[config.mk]
export PLATFORM = sky130hd
export DESIGN_NAME = dram_seq_core
export DESIGN_NICKNAME = d
export VERILOG_FILES = /design/src/rtl/dram_seq_core.sv
export SDC_FILE = /design/constraint.sdc
export NUM_CORES = 1
export LEC_CHECK = 0
export BUFFER_PORTS_ARGS = -buffer_cell sky130_fd_sc_hd__clkbuf_2
export CAP_MARGIN = 20
export CORE_ASPECT_RATIO = 1.2
export CORE_MARGIN = 2
export CORE_UTILIZATION = 60
export DETAILED_ROUTE_END_ITERATION = 6
export PLACE_DENSITY = 0.83
export SYNTH_ARGS = -nofsm -noshare
export SYNTH_HDL_FRONTEND = slang
export SYNTH_SLANG_ARGS = --single-unit
[constraint.sdc]
create_clock -name clk -period 2.6 [get_ports clk]
set_clock_uncertainty 0.2 [all_clocks]
set_input_delay 0.13 -clock clk [delete_from_list [all_inputs] [get_ports clk]]
set_output_delay 0.13 -clock clk [all_outputs]
set_load 0.05 [all_outputs]
[src/rtl/dram_seq_core.sv]
module dram_seq_core #(
  parameter int CLK_PER_US = 100,
  parameter int ADDR_W     = 26,
  parameter int MA_W       = 14
) (
  input  logic              clk,
  input  logic              rst_n,
  input  logic              cfg_we,
  input  logic [3:0]        cfg_sel,
  input  logic [15:0]       cfg_data,
  input  logic              req_valid,
  input  logic              req_write,
  input  logic [ADDR_W-1:0] req_addr,
  output logic              req_ready,
  output logic              resp_valid,
  output logic              resp_err,
  output logic [3:0]        mem_cs_n,
  output logic              mem_ras_n,
  output logic              mem_cas_n,
  output logic              mem_we_n,
  output logic              mem_cke,
  output logic [MA_W-1:0]   mem_addr
);
  localparam int OFF_W = ADDR_W - 3;
  localparam int PRE_W = $clog2(CLK_PER_US + 1);

  typedef enum logic [2:0] {S_IDLE = 3'd0, S_DEC = 3'd1, S_ACC = 3'd2,
                            S_REF = 3'd3, S_SELF = 3'd4} st_t;

  logic [11:0]     bcfg  [4];
  logic [MA_W-1:0] rawlo [4];
  logic [7:0]      g_period;
  logic [3:0]      g_ben;
  logic            g_sdram, g_pws;
  logic            raw_go;
  logic [1:0]      raw_bank;
  logic [2:0]      raw_cmd;

  st_t             st;
  logic [2:0]      cnt, idle_cnt;
  logic [1:0]      cur_bank;
  logic            cur_wr;
  logic [MA_W-1:0] cur_col;
  logic            err_q;
  logic            ref_pend;
  logic [PRE_W-1:0] pre;
  logic [7:0]      us_cnt;

  logic unused_cfg;
  assign unused_cfg = ^cfg_data[15:14];

  always_ff @(posedge clk) begin
    if (!rst_n) begin
      for (int i = 0; i < 4; i++) begin
        bcfg[i]  <= '0;
        rawlo[i] <= '0;
      end
      g_period <= '0;
      g_ben    <= '0;
      g_sdram  <= 1'b0;
      g_pws    <= 1'b0;
      raw_go   <= 1'b0;
      raw_bank <= '0;
      raw_cmd  <= '1;
    end else begin
      raw_go <= 1'b0;
      if (cfg_we) begin
        case (cfg_sel[3:2])
          2'b00: bcfg[cfg_sel[1:0]]  <= cfg_data[11:0];
          2'b01: rawlo[cfg_sel[1:0]] <= cfg_data[MA_W-1:0];
          2'b10: begin
            raw_go   <= 1'b1;
            raw_bank <= cfg_sel[1:0];
            raw_cmd  <= cfg_data[2:0];
          end
          default: if (cfg_sel[1:0] == 2'b00) begin
            g_period <= cfg_data[7:0];
            g_ben    <= cfg_data[11:8];
            g_sdram  <= cfg_data[12];
            g_pws    <= cfg_data[13];
          end
        endcase
      end
    end
  end

  // request decode and column address
  logic [1:0]       rq_bank;
  logic             rq_bad;
  logic [11:0]      rq_cfg;
  logic [1:0]       rq_sh;
  logic [3:0]       rq_cw;
  logic [OFF_W-1:0] rq_off, rq_mask;
  logic [MA_W-1:0]  rq_col;

  assign rq_bank = req_addr[OFF_W +: 2];
  assign rq_bad  = req_addr[ADDR_W-1] | ~g_ben[rq_bank];
  assign rq_cfg  = bcfg[rq_bank];

  always_comb begin
    case (rq_cfg[1:0])
      2'd0:    rq_sh = 2'd0;
      2'd1:    rq_sh = 2'd1;
      default: rq_sh = 2'd2;
    endcase
    rq_cw   = (rq_cfg[11:10] == 2'd3) ? 4'd10 : 4'd8 + {2'b00, rq_cfg[11:10]};
    rq_off  = req_addr[OFF_W-1:0] >> rq_sh;
    rq_mask = (OFF_W'(1) << rq_cw) - OFF_W'(1);
    rq_col  = MA_W'(rq_off & rq_mask);
  end

  // refresh timer
  logic us_tick, expire;
  assign us_tick = (pre == PRE_W'(CLK_PER_US - 1));
  assign expire  = (g_period != 8'd0) && us_tick && (us_cnt == g_period - 8'd1);

  always_ff @(posedge clk) begin
    if (!rst_n || g_period == 8'd0) begin
      pre    <= '0;
      us_cnt <= '0;
    end else if (us_tick) begin
      pre    <= '0;
      us_cnt <= expire ? 8'd0 : us_cnt + 8'd1;
    end else begin
      pre <= pre + PRE_W'(1);
    end
  end

  always_ff @(posedge clk) begin
    if (!rst_n) ref_pend <= 1'b0;
    else        ref_pend <= (ref_pend && st != S_REF) || expire;
  end

  // access sequencer
  assign req_ready = (st == S_IDLE) && (idle_cnt == 3'd0) && !ref_pend;

  always_ff @(posedge clk) begin
    if (!rst_n) begin
      st       <= S_IDLE;
      cnt      <= '0;
      idle_cnt <= '0;
      cur_bank <= '0;
      cur_wr   <= 1'b0;
      cur_col  <= '0;
      err_q    <= 1'b0;
    end else begin
      err_q <= 1'b0;
      case (st)
        S_IDLE: begin
          if (idle_cnt != 3'd0) idle_cnt <= idle_cnt - 3'd1;
          else if (ref_pend) st <= S_REF;
          else if (req_valid) begin
            if (rq_bad) err_q <= 1'b1;
            else begin
              cur_bank <= rq_bank;
              cur_wr   <= req_write;
              cur_col  <= rq_col;
              if (rq_cfg[6:4] == 3'd0) begin
                st  <= S_ACC;
                cnt <= req_write ? 3'd0 : {1'b0, rq_cfg[3:2]};
              end else begin
                st  <= S_DEC;
                cnt <= rq_cfg[6:4] - 3'd1;
              end
            end
          end
        end
        S_DEC: begin
          if (cnt == 3'd0) begin
            st  <= S_ACC;
            cnt <= cur_wr ? 3'd0 : {1'b0, bcfg[cur_bank][3:2]};
          end else cnt <= cnt - 3'd1;
        end
        S_ACC: begin
          if (cnt == 3'd0) begin
            st       <= S_IDLE;
            idle_cnt <= bcfg[cur_bank][9:7];
          end else cnt <= cnt - 3'd1;
        end
        S_REF:   st <= g_pws ? S_SELF : S_IDLE;
        S_SELF:  if (!g_pws) st <= S_IDLE;
        default: st <= S_IDLE;
      endcase
    end
  end

  assign resp_valid = (st == S_ACC && cnt == 3'd0) || err_q;
  assign resp_err   = err_q;
  assign mem_cke    = !(st == S_SELF || (st == S_REF && g_pws));

  always_comb begin
    mem_cs_n  = 4'hF;
    mem_ras_n = 1'b1;
    mem_cas_n = 1'b1;
    mem_we_n  = 1'b1;
    mem_addr  = '0;
    if (raw_go) begin
      mem_cs_n  = ~(4'b0001 << raw_bank);
      mem_ras_n = raw_cmd[0];
      mem_cas_n = raw_cmd[1];
      mem_we_n  = raw_cmd[2];
      mem_addr  = rawlo[raw_bank];
    end else if (st == S_REF) begin
      mem_cs_n  = 4'h0;
      mem_ras_n = !g_sdram;
      mem_cas_n = 1'b0;
    end else if (st == S_ACC) begin
      mem_cs_n  = ~(4'b0001 << cur_bank);
      mem_ras_n = 1'b0;
      mem_cas_n = 1'b0;
      mem_we_n  = !cur_wr;
      mem_addr  = cur_col;
    end
  end
endmodule

* After elaboration in Yosys (flattened, before gate mapping)
Memories as Yosys holds them, arrays and structs flattened. A register that Yosys moved wholly into a read port is not among the register bits.
Cells that the tools add are included.
** Operators by class
- Reductions and logical operators :: 40
- $add $sub $neg :: 8
- Bitwise operators :: 12
- Order comparisons :: 1
- Multiplexer cells :: 63
- Shift operators :: 4
- Eq/ne operators :: 22
** Operators with widths (count)
- 14-bit 2-to-1 mux :: 4
- 3-bit 2-to-1 mux :: 17
- 23-bit by 2-bit >> shifter with 14-bit output :: 1
- 1-bit 2-to-1 mux :: 22
- 2-bit 2-to-1 mux :: 9
- 4-bit 2-to-1 mux :: 4
- 2-bit != test (second input constant) :: 8
- 3-bit one-hot mux with 5 select lines :: 1
- 14-bit AND :: 1
- 14-bit OR reduction :: 1
- 1-bit by 4-bit left shift with 14-bit output (first input constant) :: 1
- 14-bit by 2-bit subtractor with 14-bit output (second input constant) :: 1
- 3-bit logical NOT :: 4
- 12-bit 2-to-1 mux :: 1
- 6-bit AND reduction :: 2
- 12-bit OR reduction :: 1
- 3-bit one-hot mux with 3 select lines :: 1
- 3-bit by 1-bit subtractor with 3-bit output (second input constant) :: 3
- 8-bit by 1-bit adder with 8-bit output (second input constant) :: 1
- 8-bit equality test :: 1
- 8-bit logical NOT :: 1
- 8-bit 2-to-1 mux :: 1
- 1-bit NOT :: 8
- 4-bit NOT :: 2
- 31 further kinds :: 54
** Word-level totals
- Register bits after elaboration :: 63
- Output and inout port bits :: 25
- Logic and storage cells :: 169
- RAM bits :: 104
- Input port bits :: 51
- Memories kept :: 2
** Memories
- rawlo :: words 4, bits a word 14, rd ports 1, clocked after Yosys merged registers in 1, write ports 4, line 31 : logic [MA_W-1:0] rawlo [4];
- bcfg :: words 4, bits a word 12, rd ports 2, clocked after Yosys merged registers in 1, write ports 4, line 30 : logic [11:0] bcfg [4];

* Longest topological paths before layout
Gate-level depths: netlist of run 1.
- Depth in word-level cells :: 9
- Depth in mapped cells :: 9
- Depth with buffers taken out :: 8

* Worst setup path after synthesis of run 1
Ideal clock, no wire load.
- Kind :: reg-to-output
- From :: reg st[1]
- To :: out mem_addr[10]
- Path slack :: -0.434 ns
- Cell stages (with the launch flop) :: 6
- Data arrival time :: 2.704 ns
- Buffers on the path :: 2
- Required time :: 2.270 ns
- Cells stage by stage :: dfxtp_1 > clkbuf_1 > nor3b_1 > clkbuf_1 > nand2_1 > o21ai_0
** Between the ends
- Cells in the longest elaborated chain, start to end :: 4
- Elaborated cells between the ends (all ways) :: 5
- Classes of those cells :: eq/ne (2); mux (3)
** Ends and longest elaborated chain
- start: declaration :: line 39 : st_t st;
- start signal: assignment :: line 180 : S_REF: st <= g_pws ? S_SELF : S_IDLE;
- 3-bit by 2-bit equality test with 1-bit output :: line 207 : end else if (st == S_ACC) begin
- 14-bit 2-to-1 mux :: line 207
- 14-bit 2-to-1 mux * :: line 203 : end else if (st == S_REF) begin
- 14-bit 2-to-1 mux * :: line 197 : if (raw_go) begin
- end: declaration :: line 22 : output logic [MA_W-1:0] mem_addr
Every way passes the cells marked *; elsewhere a longest branch is shown, timed or not.

==> summary.txt, run 1 <==
Final layout
  – Fin area: 9940 um^2
  – Layout Nets: approximately 900
  – Fillers: 831
  – # diodes: 0
  – Share of layout cells above drive strength 1: 21.9%
  – Final core occ: 74.8%
  – Reg area: 4460 um^2
  – Area grow syn2layout: 20.8%
  – Multi-input gate area: 3620 um^2

Place
  – Post-DP Area: 8900 um^2
  – DP HPWL: 13200 um
  – I/O Buffers: 62
  – Placer congestion estimate: between 0.8 and 0.9
  – Place WS: 0.134 ns

STA
  – Final Hold Vio Count: 0
  – RSZ-0062 raised after global routing: no
  – Setup TNS: 0 ns
  – Final min period: 2.48 ns
  – Worst setup margin: 0.124 ns
  – Peak Freq: just over 0.4 GHz
  – Slew @ Worst Pin: 0.681 ns
  – Rel. slew slack: 54.5%
  – Endpoints failing setup: 0
  – Fin. max-slew vios: 0
  – Final worst-path cycle share: 95.2%

GRT
  – Vias in the first global route: 6323
  – Total track usage: between 20 and 30%
  – Antenna violations before repair: 0
  – First-pass GRT wire length: 31700 um
  – Grt ovf: 0
  – Largest net degree at the start of global routing: 29

Setup path
  – Worst path arrival time: around 2.6 ns
  – Worst path slowest cell: mux4_2
  – CP required: around 2.7 ns
  – Worst Path Max Fanout: 10
  – Max stage delay on crit path: 0.65 ns
  – CP bufs+invs: 1
  – Top Family by Delay on Critical Path: multiplexers
  – Setup CP Type: flip-flop to flip-flop
  – CP Launch Type: flip-flop
  – R2R setup slack: 0.12 ns
  – Crit-path cells: mux4_2 -> mux2i_1 -> o21ai_0 -> dlygate4sd3_1 -> a32o_1
  – Nature of the critical path endpoint: flip-flop

Logic synthesis
  – Post-synth net total: just under 800
  – Register area share after synthesis: 54.3%
  – EDFF count, synth: 104
  – Synth cell types: 56
  – Synthesis Warnings: 0
  – Async set-reset flop share out of synthesis: 0%
  – Synth Register Bits: 171
  – Synth Flop Type: edfxtp_1
  – Syn_area_per_cell: between 10 and 15 um^2
  – Mapped Area: 8230 um^2
  – Mapped Cells: a little over 700

CTS
  – CTS max path bufs: 2
  – CTS clock-pin slew for the worst setup and hold paths: 0.06 ns
  – Clk sinks: 171
  – Root Buffer: clkbuf_16
  – Total clock buffers created by CTS: 17
  – # H-tree levels: 4
  – Clock latency on the worst-skew pair: 0.43 ns
  – Clock tree from TritonCTS: yes

Power and ir drop
  – Clock power frac: between 40% and 50%
  – Switching Share: 23.4%
  – Sw power: 0.00153 W
  – Combinational share of power: 12.6%
  – Power per cell area: approximately 660 nW/um^2
  – Pleak: between 3 and 4 nW
  – Sequential Power Share: 47.0%
  – Max rail drop VDD: approximately 0.42 mV
  – Internal power: between 0.004 and 0.005 W

Die
  – # rows: 46
  – DIE WIDTH: 111 um
  – Initial Util: 61.9%
  – Io pins: 76
  – Die H: around 130 um
  – Die footprint: about 15000 um^2
  – Core Region: 13300 um^2

Drt
  – DR DRC count: 0
  – Via count: 6029
  – Drt pass-1 iters: 7
  – Avg WL per Cell: 19.6 um
  – Drt via density: 6.00
  – DRC violation total after the first TritonRoute iteration: 461
  – Detail Route Antenna Nets: 0
  – Final WL: 19700 um

Job
  – Max-Cap Viols: 0

Run status
  – Status: finished, final reports clean

Worst hold path
  – Min-delay worst type: input pin to flip-flop
cell usage in the layout (no fill, tap or decap), types with 4 or more instances in the layout:
cell type / synthesis / final
mux2i_1: 35 / 35
nor3_1: 5 / 4
and3_1: 33 / 33
ha_1: 10 / 10
o21ai_2: 0 / 13
inv_1: 11 / 11
nor4_1: 11 / 11
clkbuf_2: 0 / 66
o21ai_0: 42 / 23
nand2b_1: 12 / 12
xor2_1: 9 / 9
dfxtp_1: 67 / 67
mux4_2: 29 / 29
nand3_1: 12 / 12
nor2_1: 49 / 49
xnor2_1: 12 / 12
edfxtp_1: 104 / 104
a22o_1: 9 / 9
a21oi_1: 12 / 12
buf_4: 0 / 33
dlygate4sd3_1: 0 / 39
clkbuf_16: 0 / 21
and2_1: 81 / 81
nand2_1: 59 / 59
or3_1: 5 / 5
nor2b_1: 9 / 9
o21ai_1: 2 / 8
flip-flops by register name, summed over array words and instances (netlist names), named ones only:
signal,flops
bcfg,48
cnt,3
cur_bank,2
cur_col,14
cur_wr,1
g_ben,4
g_period,8
g_pws,1
g_sdram,1
idle_cnt,3
pre,7
raw_bank,2
raw_cmd,3
raw_go,1
rawlo,56
ref_pend,1
resp_err,1
st,3
us_cnt,8
layer usage:
| metal | part of all wire, % | global-route usage, % | up-vias |
|---|---|---|---|
| met5 | 0 | 0 | - |
| met4 | 3.4 | 13.1 | 0 |
| met3 | 5.1 | 6.53 | 55 |
| met2 | 54 | 51.3 | 201 |
| met1 | 37 | 30.2 | 2945 |
| li1 | - | - | 2828 |
tightest hold or removal path: stages:
cell	delay, ns
clkbuf_2	0.15
nor2_1	0.16
mux2i_1	0.15
nand2_1	0.06
power by group through the flow:
stage / Combinational, W / Clock, W / Sequential, W
finish: 0.000821 / 0.00263 / 0.00306
floorplan: 0.000518 / 0 / 0.00311
CTS: 0.000812 / 0.00266 / 0.00306
detailed placement: 0.000744 / 0 / 0.00312
global placement: 0.000720 / 0 / 0.00311
global route: 0.000884 / 0.00276 / 0.00307
cell type report:
cell class	count	area share (%)
Sequential cell	171	44.9
Inverter	12	0.453
Multi-Input combinational cell	487	36.4
Clock inverter	2	0.390
Clock buffer	30	5.98
Tap cell	168	2.11
Timing Repair Buffer	135	9.74
worst paths after layout:
check / end / cells after the start / startpoint
worst max-delay path: cur_col[8] / 5 / bcfg[2][0]
worst min-delay path: raw_cmd[0] / 4 / cfg_sel[2]
worst max register to register: cur_col[8] / 5 / bcfg[2][0]
worst min register to register: pre[0] / 1 / pre[0]
through the flow:
step	power (W)	instances	hold WS, ns
floorplan	0.00363	713	0.00806
global placement	0.00383	933	0.191
detailed placement	0.00386	933	0.206
CTS	0.00653	1004	0.0146
global route	0.00672	1005	0.0592
finish	0.00651	1005	0.0500
logic make-up after synthesis:
group | synth area share [%]
AOI/OAI and AO/OA | 7.77
xor gates and xnor gates | 2.24
and+or+nand+nor | 18.9
DFF | 54.3
adders and majority gates | 1.52
buffers and inverters | 2.59
muxes | 12.7
Yosys cell counts, types with 2 or more instances:
master | number | share of area (%)
xnor2_1 | 12 | 1.3
a22o_1 | 9 | 0.96
and2_1 | 81 | 6.2
nand4_1 | 3 | 0.23
nor2_1 | 49 | 2.2
or2_2 | 3 | 0.23
clkbuf_1 | 37 | 1.7
nand3_1 | 12 | 0.73
o21ai_0 | 42 | 2.6
a211oi_1 | 2 | 0.18
buf_2 | 5 | 0.30
ha_1 | 10 | 1.5
nor3_1 | 5 | 0.30
nand3b_1 | 3 | 0.27
o21ba_2 | 2 | 0.24
nor4bb_1 | 2 | 0.24
xor2_1 | 9 | 0.96
a21oi_1 | 12 | 0.73
and3_1 | 33 | 2.5
o211a_1 | 3 | 0.37
mux2i_1 | 35 | 4.3
edfxtp_1 | 104 | 38
a32o_1 | 3 | 0.37
o21ai_1 | 2 | 0.12
mux2_2 | 3 | 0.41
nor2b_1 | 9 | 0.68
or3_1 | 5 | 0.38
o31ai_1 | 2 | 0.18
a32oi_1 | 2 | 0.21
a221oi_1 | 2 | 0.21
mux4_2 | 29 | 7.9
dfxtp_1 | 67 | 16
nand2_1 | 59 | 2.7
nor3b_1 | 2 | 0.18
nor4_1 | 11 | 0.84
a31oi_1 | 3 | 0.23
nand2b_1 | 12 | 0.91
inv_1 | 11 | 0.50
timing repair:
action | CTS | global route
resized for setup | 0 | 0
hold endpoints to repair | 131 | 0
hold buffers | 39 | 0
endpoints found under the setup margin | 0 | 9
buffers inserted | 0 | 1
(Power assumes the default switching activity.)
==> inputs of run 2 (changes only) <==
--- a/config.mk
+++ b/config.mk
@@ -7,8 +7,7 @@
 export LEC_CHECK = 0
 export BUFFER_PORTS_ARGS = -buffer_cell sky130_fd_sc_hd__clkbuf_2
 export CAP_MARGIN = 20
-export CORE_ASPECT_RATIO = 1.2
-export CORE_MARGIN = 2
+export CORE_ASPECT_RATIO = 0.5
 export CORE_UTILIZATION = 60
 export DETAILED_ROUTE_END_ITERATION = 6
 export PLACE_DENSITY = 0.83
==> summary.txt, run 2 (synthesis results as in run 1) <==
Place
  – Post-DP Area: 8910 um^2 (+0.11%)
  – Cell Count Post-Placement: 936 (+0.32%)
  – DP HPWL: 12800 um (-2.9%)
  – Placer congestion estimate: 0.825 (-3.7%)
  – I/O Buffers: 62 (unchanged)

Drt
  – Final WL: 19200 um (-2.7%)
  – DRC violation total after the first TritonRoute iteration: 581 (+26%)
  – Drt pass-1 iters: 6 (-1)
  – Drt via density: 6.00 (about the same)
  – DR DRC count: 0 (unchanged)
  – Detail Route Antenna Nets: 0 (unchanged)
  – Avg WL per Cell: 19.1 um (-2.6%)
  – Via count: 6029 (unchanged)

CTS
  – CTS clock-pin slew for the worst setup and hold paths: 0.07 ns (about the same)
  – Postcts setup bufs: 0 (unchanged)
  – # H-tree levels: 4 (unchanged)
  – Root Buffer: clkbuf_16
  – Clock tree from TritonCTS: yes
  – CTS max path bufs: 2 (unchanged)
  – Clock latency on the worst-skew pair: 0.43 ns (about the same)
  – Total clock buffers created by CTS: 17 (unchanged)
  – Clk sinks: 171 (unchanged)

Die
  – Die footprint: 14200 um^2 (-3.1%)
  – Io pins: 76 (unchanged)
  – Die H: 84.8 um (-36%)
  – DIE WIDTH: 168 um (+51%)
  – Initial Util: 63.2% (+1.3 points)
  – Core Region: 13000 um^2 (-2.0%)
  – # rows: 29 (-37%)

STA
  – Final min period: 2.51 ns (+0.0350 ns)
  – Setup TNS: 0 ns (unchanged)
  – Peak Freq: 0.398 GHz (-1.4%)
  – RSZ-0062 raised after global routing: no
  – Endpoints failing setup: 0 (unchanged)
  – Final worst-path cycle share: 96.6% (+1.3 points)
  – Final Hold Vio Count: 0 (unchanged)
  – Fin. max-slew vios: 0 (unchanged)
  – Slew @ Worst Pin: 0.848 ns (+0.167 ns)
  – Rel. slew slack: 43.3% (-11 points)

Setup path
  – Worst path arrival time: 2.69 ns (+0.10 ns)
  – CP required: 2.77 ns (+0.05 ns)
  – CP Launch Type: flip-flop
  – Worst Path Max Fanout: 9 (-1)
  – R2r startpoint: g_period[0]
  – Worst r2r path cells: 7 (+2)
  – CP startpoint: g_period[0]
  – Nature of the critical path endpoint: flip-flop
  – Setup CP Type: flip-flop to flip-flop

GRT
  – Antenna violations before repair: 0 (unchanged)
  – First-pass GRT wire length: 30500 um (-3.7%)
  – Grt ovf: 0 (unchanged)
  – Largest net degree at the start of global routing: 29 (unchanged)
  – Vias in the first global route: 5981 (-5.4%)
  – Total track usage: 28.6% (+0.73 points)

Power and ir drop
  – Pleak: 3.89 nW (-1.6%)
  – Max rail drop VDD: 0.412 mV (-2.9%)
  – Total power: 0.00633 W (-2.8%)
  – Power per cell area: 644 nW/um^2 (-1.7%)

Worst hold path
  – Hold_sp: rst_n
  – Min-delay worst type: input pin to flip-flop
  – Hold path depth: 2 (-2)

Final layout
  – Commonest non-fill, non-tap cell in the layout: edfxtp_1
  – Largest regs: rawlo: 56 flops, bcfg: 48 flops, cur_col: 14 flops
  – # diodes: 0 (unchanged)
  – Final core occ: 75.5% (+0.75 points)
  – Share of layout cells above drive strength 1: 22.2% (+0.32 points)
  – Most frequent cells in the layout: edfxtp_1 (104), and2_1 (81), dfxtp_1 (67)
  – Finished Layout Cells: 1004 (-0.10%)
  – Max reg flops: 56 (unchanged)
  – Top reg by flops: rawlo
  – Layout Nets: 882 (-0.34%)
  – Area grow syn2layout: 19.6%
  – Fin area: 9840 um^2 (-1.0%)

Run status
  – Status: finished, final reports clean

Job
  – Max-Cap Viols: 0 (unchanged)
-- run 2: changes by cell type in the layout (fill, tap and decap cells not counted), sizes merged --
| cell | previous run | this run |
|---|---|---|
| clkinvlp | 0 | 4 |
| inv | 12 | 22 |
| bufinv | 1 | 0 |
| dlygate4sd3 | 39 | 36 |
| clkbuf | 92 | 79 |
-- run 2: area by class of cell --
type                            count  area, um^2
Tap cell                          170         213
Fill cell                         811        3190
Clock inverter                     15         144
Timing Repair Buffer              132         926
Inverter                           12        45.0
Multi-Input combinational cell    487        3620
Clock buffer                       17         425
Sequential cell                   171        4460
-- run 2: worst paths after layout --
path	slack, ns	end
hold / removal	0.02	raw_cmd[2]
hold reg to reg	0.24	pre[0]
setup / recovery	0.09	ref_pend
setup reg to reg	0.09	ref_pend
-- run 2: metrics by stage --
step                      hold WS (ns)  setup slack (ns)
after floorplan                0.00806           -0.0600
after global placement           0.189             0.239
after detailed placement         0.195             0.188
after CTS                      0.00156             0.139
after global routing            0.0373            0.0185
final                           0.0177            0.0885
-- run 2: layer usage --
layer / up-vias / wire length (um) / global-route usage [%]
met4: 0 / 331 / 10.5
met5: - / 0 / 0
met2: 243 / 9640 / 49.1
met3: 28 / 1470 / 5.75
li1: 2813 / - / -
met1: 2945 / 7710 / 36.5
-- run 2: critical path: stages, from the launching register on --
cell and delay (ns):
dfxtp_1 0.46, inv_1 0.11, ha_1 0.32, xor2_1 0.18
nor4b_1 0.32, a32oi_1 0.18, a211oi_4 0.50, a32o_1 0.18
-- run 2: repair_timing --
action / 4_1_cts / 5_1_grt
hold buffers: 36 / 0
gates resized for setup: 0 / 0
endpoints found under the hold margin: 118 / 0
-- run 2: power by group --
group	internal (W)	leakage, nW	total, W	switching [W]
sequential	0.00301	1.54	0.00306	0.0000528
combinational	0.000333	2.08	0.000818	0.000484
clock	0.00128	0.272	0.00246	0.00118
==> inputs of run 3 (changes only) <==
--- a/config.mk
+++ b/config.mk
@@ -5,12 +5,14 @@
 export SDC_FILE = /design/constraint.sdc
 export NUM_CORES = 1
 export LEC_CHECK = 0
+export ABC_CLOCK_PERIOD_IN_PS = 2600
 export BUFFER_PORTS_ARGS = -buffer_cell sky130_fd_sc_hd__clkbuf_2
 export CAP_MARGIN = 20
 export CORE_ASPECT_RATIO = 0.5
 export CORE_UTILIZATION = 60
 export DETAILED_ROUTE_END_ITERATION = 6
 export PLACE_DENSITY = 0.83
+export SETUP_SLACK_MARGIN = 0.2
 export SYNTH_ARGS = -nofsm -noshare
 export SYNTH_HDL_FRONTEND = slang
 export SYNTH_SLANG_ARGS = --single-unit
==> summary.txt, run 3 (synthesis results as in run 1) <==
Run status
  – Status: finished, final reports clean

Place
  – DP HPWL: 12500 um (-2.7%)
  – I/O Buffers: 62 (unchanged)
  – Cell Count Post-Placement: 938 (+0.21%)
  – Placer congestion estimate: 0.872 (+5.6%)
  – Place WS: 0.159 ns (-0.0285 ns)

Setup path
  – Worst path slowest cell: clkbuf_2
  – Nature of the critical path endpoint: output port
  – Max stage delay on crit path: 0.33 ns (-0.17 ns)
  – CP required: 2.27 ns (-0.50 ns)
  – Crit-path cells: buf_4 -> nor3b_2 -> buf_6 -> nand2_1 -> o21ai_2 -> clkbuf_2
  – CP Launch Type: flip-flop
  – Worst Path Max Fanout: 28 (+19)
  – Setup CP Type: flip-flop to output port
  – Top Family by Delay on Critical Path: buffers and inverters
  – Worst path arrival time: 2.04 ns (-0.65 ns)
  – CP bufs+invs: 3 (+2)

STA
  – Setup TNS: 0 ns (unchanged)
  – Slew @ Worst Pin: 0.563 ns (-0.285 ns)
  – Fin. max-slew vios: 0 (unchanged)
  – Final worst-path cycle share: 91.2% (-5.4 points)
  – Worst setup margin: 0.229 ns (+0.141 ns)
  – Peak Freq: 0.422 GHz (+5.9%)
  – Rel. slew slack: 62.3% (+19 points)
  – Final Hold Vio Count: 0 (unchanged)
  – RSZ-0062 raised after global routing: yes
  – Final min period: 2.37 ns (-0.141 ns)
  – Endpoints failing setup: 0 (unchanged)

GRT
  – First-pass GRT wire length: 31600 um (+3.6%)
  – Antenna violations before repair: 1 (+1)
  – Largest net degree at the start of global routing: 29 (unchanged)
  – Grt ovf: 0 (unchanged)
  – Total track usage: 29.4% (+0.76 points)
  – Vias in the first global route: 6107 (+2.1%)

Power and ir drop
  – Clock power frac: 40.9% (+2.1 points)
  – Power per cell area: 654 nW/um^2 (+1.5%)
  – Max rail drop VDD: 0.416 mV (+0.96%)
  – Sequential Power Share: 46.1% (-2.2 points)
  – Combinational share of power: 13.0% (about the same)
  – Pleak: 4.03 nW (+3.7%)
  – Total power: 0.00665 W (+4.9%)
  – Switching Share: 25.3% (-1.8 points)
  – Internal power: 0.00497 W (+7.6%)
  – Sw power: 0.00168 W (-2.2%)

Drt
  – DR DRC count: 0 (unchanged)
  – Detail Route Antenna Nets: 0 (unchanged)
  – Drt pass-1 iters: 5 (-1)
  – Avg WL per Cell: 20.4 um (+6.8%)
  – Via count: 6273 (+4.0%)
  – Final WL: 20800 um (+8.3%)
  – DRC violation total after the first TritonRoute iteration: 638 (+9.8%)
  – Drt via density: 6.16 (+2.6%)

CTS
  – CTS clock-pin slew for the worst setup and hold paths: 0.06 ns (about the same)
  – Clock latency on the worst-skew pair: 0.43 ns (about the same)
  – Root Buffer: clkbuf_16
  – Total clock buffers created by CTS: 17 (unchanged)
  – # H-tree levels: 4 (unchanged)
  – Clock tree from TritonCTS: yes
  – Clk sinks: 171 (unchanged)
  – CTS max path bufs: 2 (unchanged)

Final layout
  – Finished Layout Cells: 1018 (+1.4%)
  – Most frequent cells in the layout: edfxtp_1 (104), and2_1 (82), dfxtp_1 (63)
  – Area grow syn2layout: 23.6%
  – Largest regs: rawlo: 56 flops, bcfg: 48 flops, cur_col: 14 flops
  – Fillers: 707 (-13%)
  – Max reg flops: 56 (unchanged)
  – Layout Nets: 895 (+1.5%)
  – Share of layout cells above drive strength 1: 23.8% (+1.7 points)
  – Commonest non-fill, non-tap cell in the layout: edfxtp_1
  – Top reg by flops: rawlo

Die
  – DIE WIDTH: 168 um (unchanged)
  – Die H: 84.8 um (unchanged)
  – Die footprint: 14200 um^2 (unchanged)
  – Core Region: 13000 um^2 (unchanged)
  – Initial Util: 63.2% (unchanged)
  – Io pins: 76 (unchanged)
  – # rows: 29 (unchanged)

Worst hold path
  – Min-delay worst type: input pin to flip-flop

Job
  – Max-Cap Viols: 0 (unchanged)
==> run 3: final cells by class <==
| type | instances | area (um^2) | share of cell area [%] |
|---|---|---|---|
| Sequential cell | 171 | 4470 | 44.0 |
| Antenna cell | 1 | 2.50 | 0.0246 |
| Clock buffer | 20 | 458 | 4.50 |
| Tap cell | 170 | 213 | 2.09 |
| Timing Repair Buffer | 144 | 1150 | 11.3 |
| Multi-Input combinational cell | 488 | 3660 | 36.0 |
| Clock inverter | 12 | 174 | 1.71 |
| Inverter | 12 | 45.0 | 0.443 |
==> run 3: path summary, 6_finish.rpt <==
check                     from            to  slack, ns  cells after the start
hold / removal    req_addr[25]         st[1]       0.04                      5
setup / recovery         st[2]  mem_addr[12]       0.23                      6
hold reg to reg         pre[0]        pre[0]       0.25                      1
setup reg to reg    bcfg[1][1]    cur_col[2]       0.26                      5
==> run 3: tightest hold or removal path, stage by stage <==
cell and delay [ns]:
clkbuf_2 0.09, nand3b_1 0.14, a221oi_1 0.10, o311ai_0 0.09, a21oi_1 0.07
==> run 3: metrics by stage <==
stage / hold slack (ns) / area, um^2 / util (%)
2_1_floorplan: 0.00806 / 8300 / -
3_3_place_gp: 0.187 / 9050 / 69.5
3_5_place_dp: 0.195 / 9050 / 69.5
4_1_cts: 0.0260 / 10100 / 77.3
5_1_grt: 0.0646 / 10200 / 78.0
6_report: 0.0420 / 10200 / 78.1
==> run 3: power by group through the flow <==
stage / Sequential [W] / Combinational, W / Clock [W]
detailed placement: 0.00312 / 0.000761 / 0
global route: 0.00308 / 0.000917 / 0.00282
global placement: 0.00311 / 0.000740 / 0
CTS: 0.00306 / 0.000817 / 0.00272
floorplan: 0.00311 / 0.000529 / 0
finish: 0.00306 / 0.000861 / 0.00272
==> run 3: per-layer routing <==
| layer | share of wire (%) | global-route usage (%) | vias to the layer above |
|---|---|---|---|
| li1 | - | - | 2854 |
| met1 | 40 | 36.1 | 3055 |
| met2 | 50 | 52.0 | 307 |
| met3 | 7.8 | 4.90 | 57 |
| met4 | 2.8 | 12.4 | 0 |
| met5 | 0 | 0 | - |
==> run 3: repair_timing <==
action                     CTS  global route
cloned                       0             1
hold buffers                36             0
gates resized for setup      3             7
buffers inserted             2             8
setup endpoints to repair   11            25
hold endpoints to repair   121             0
pin swaps                    1             1
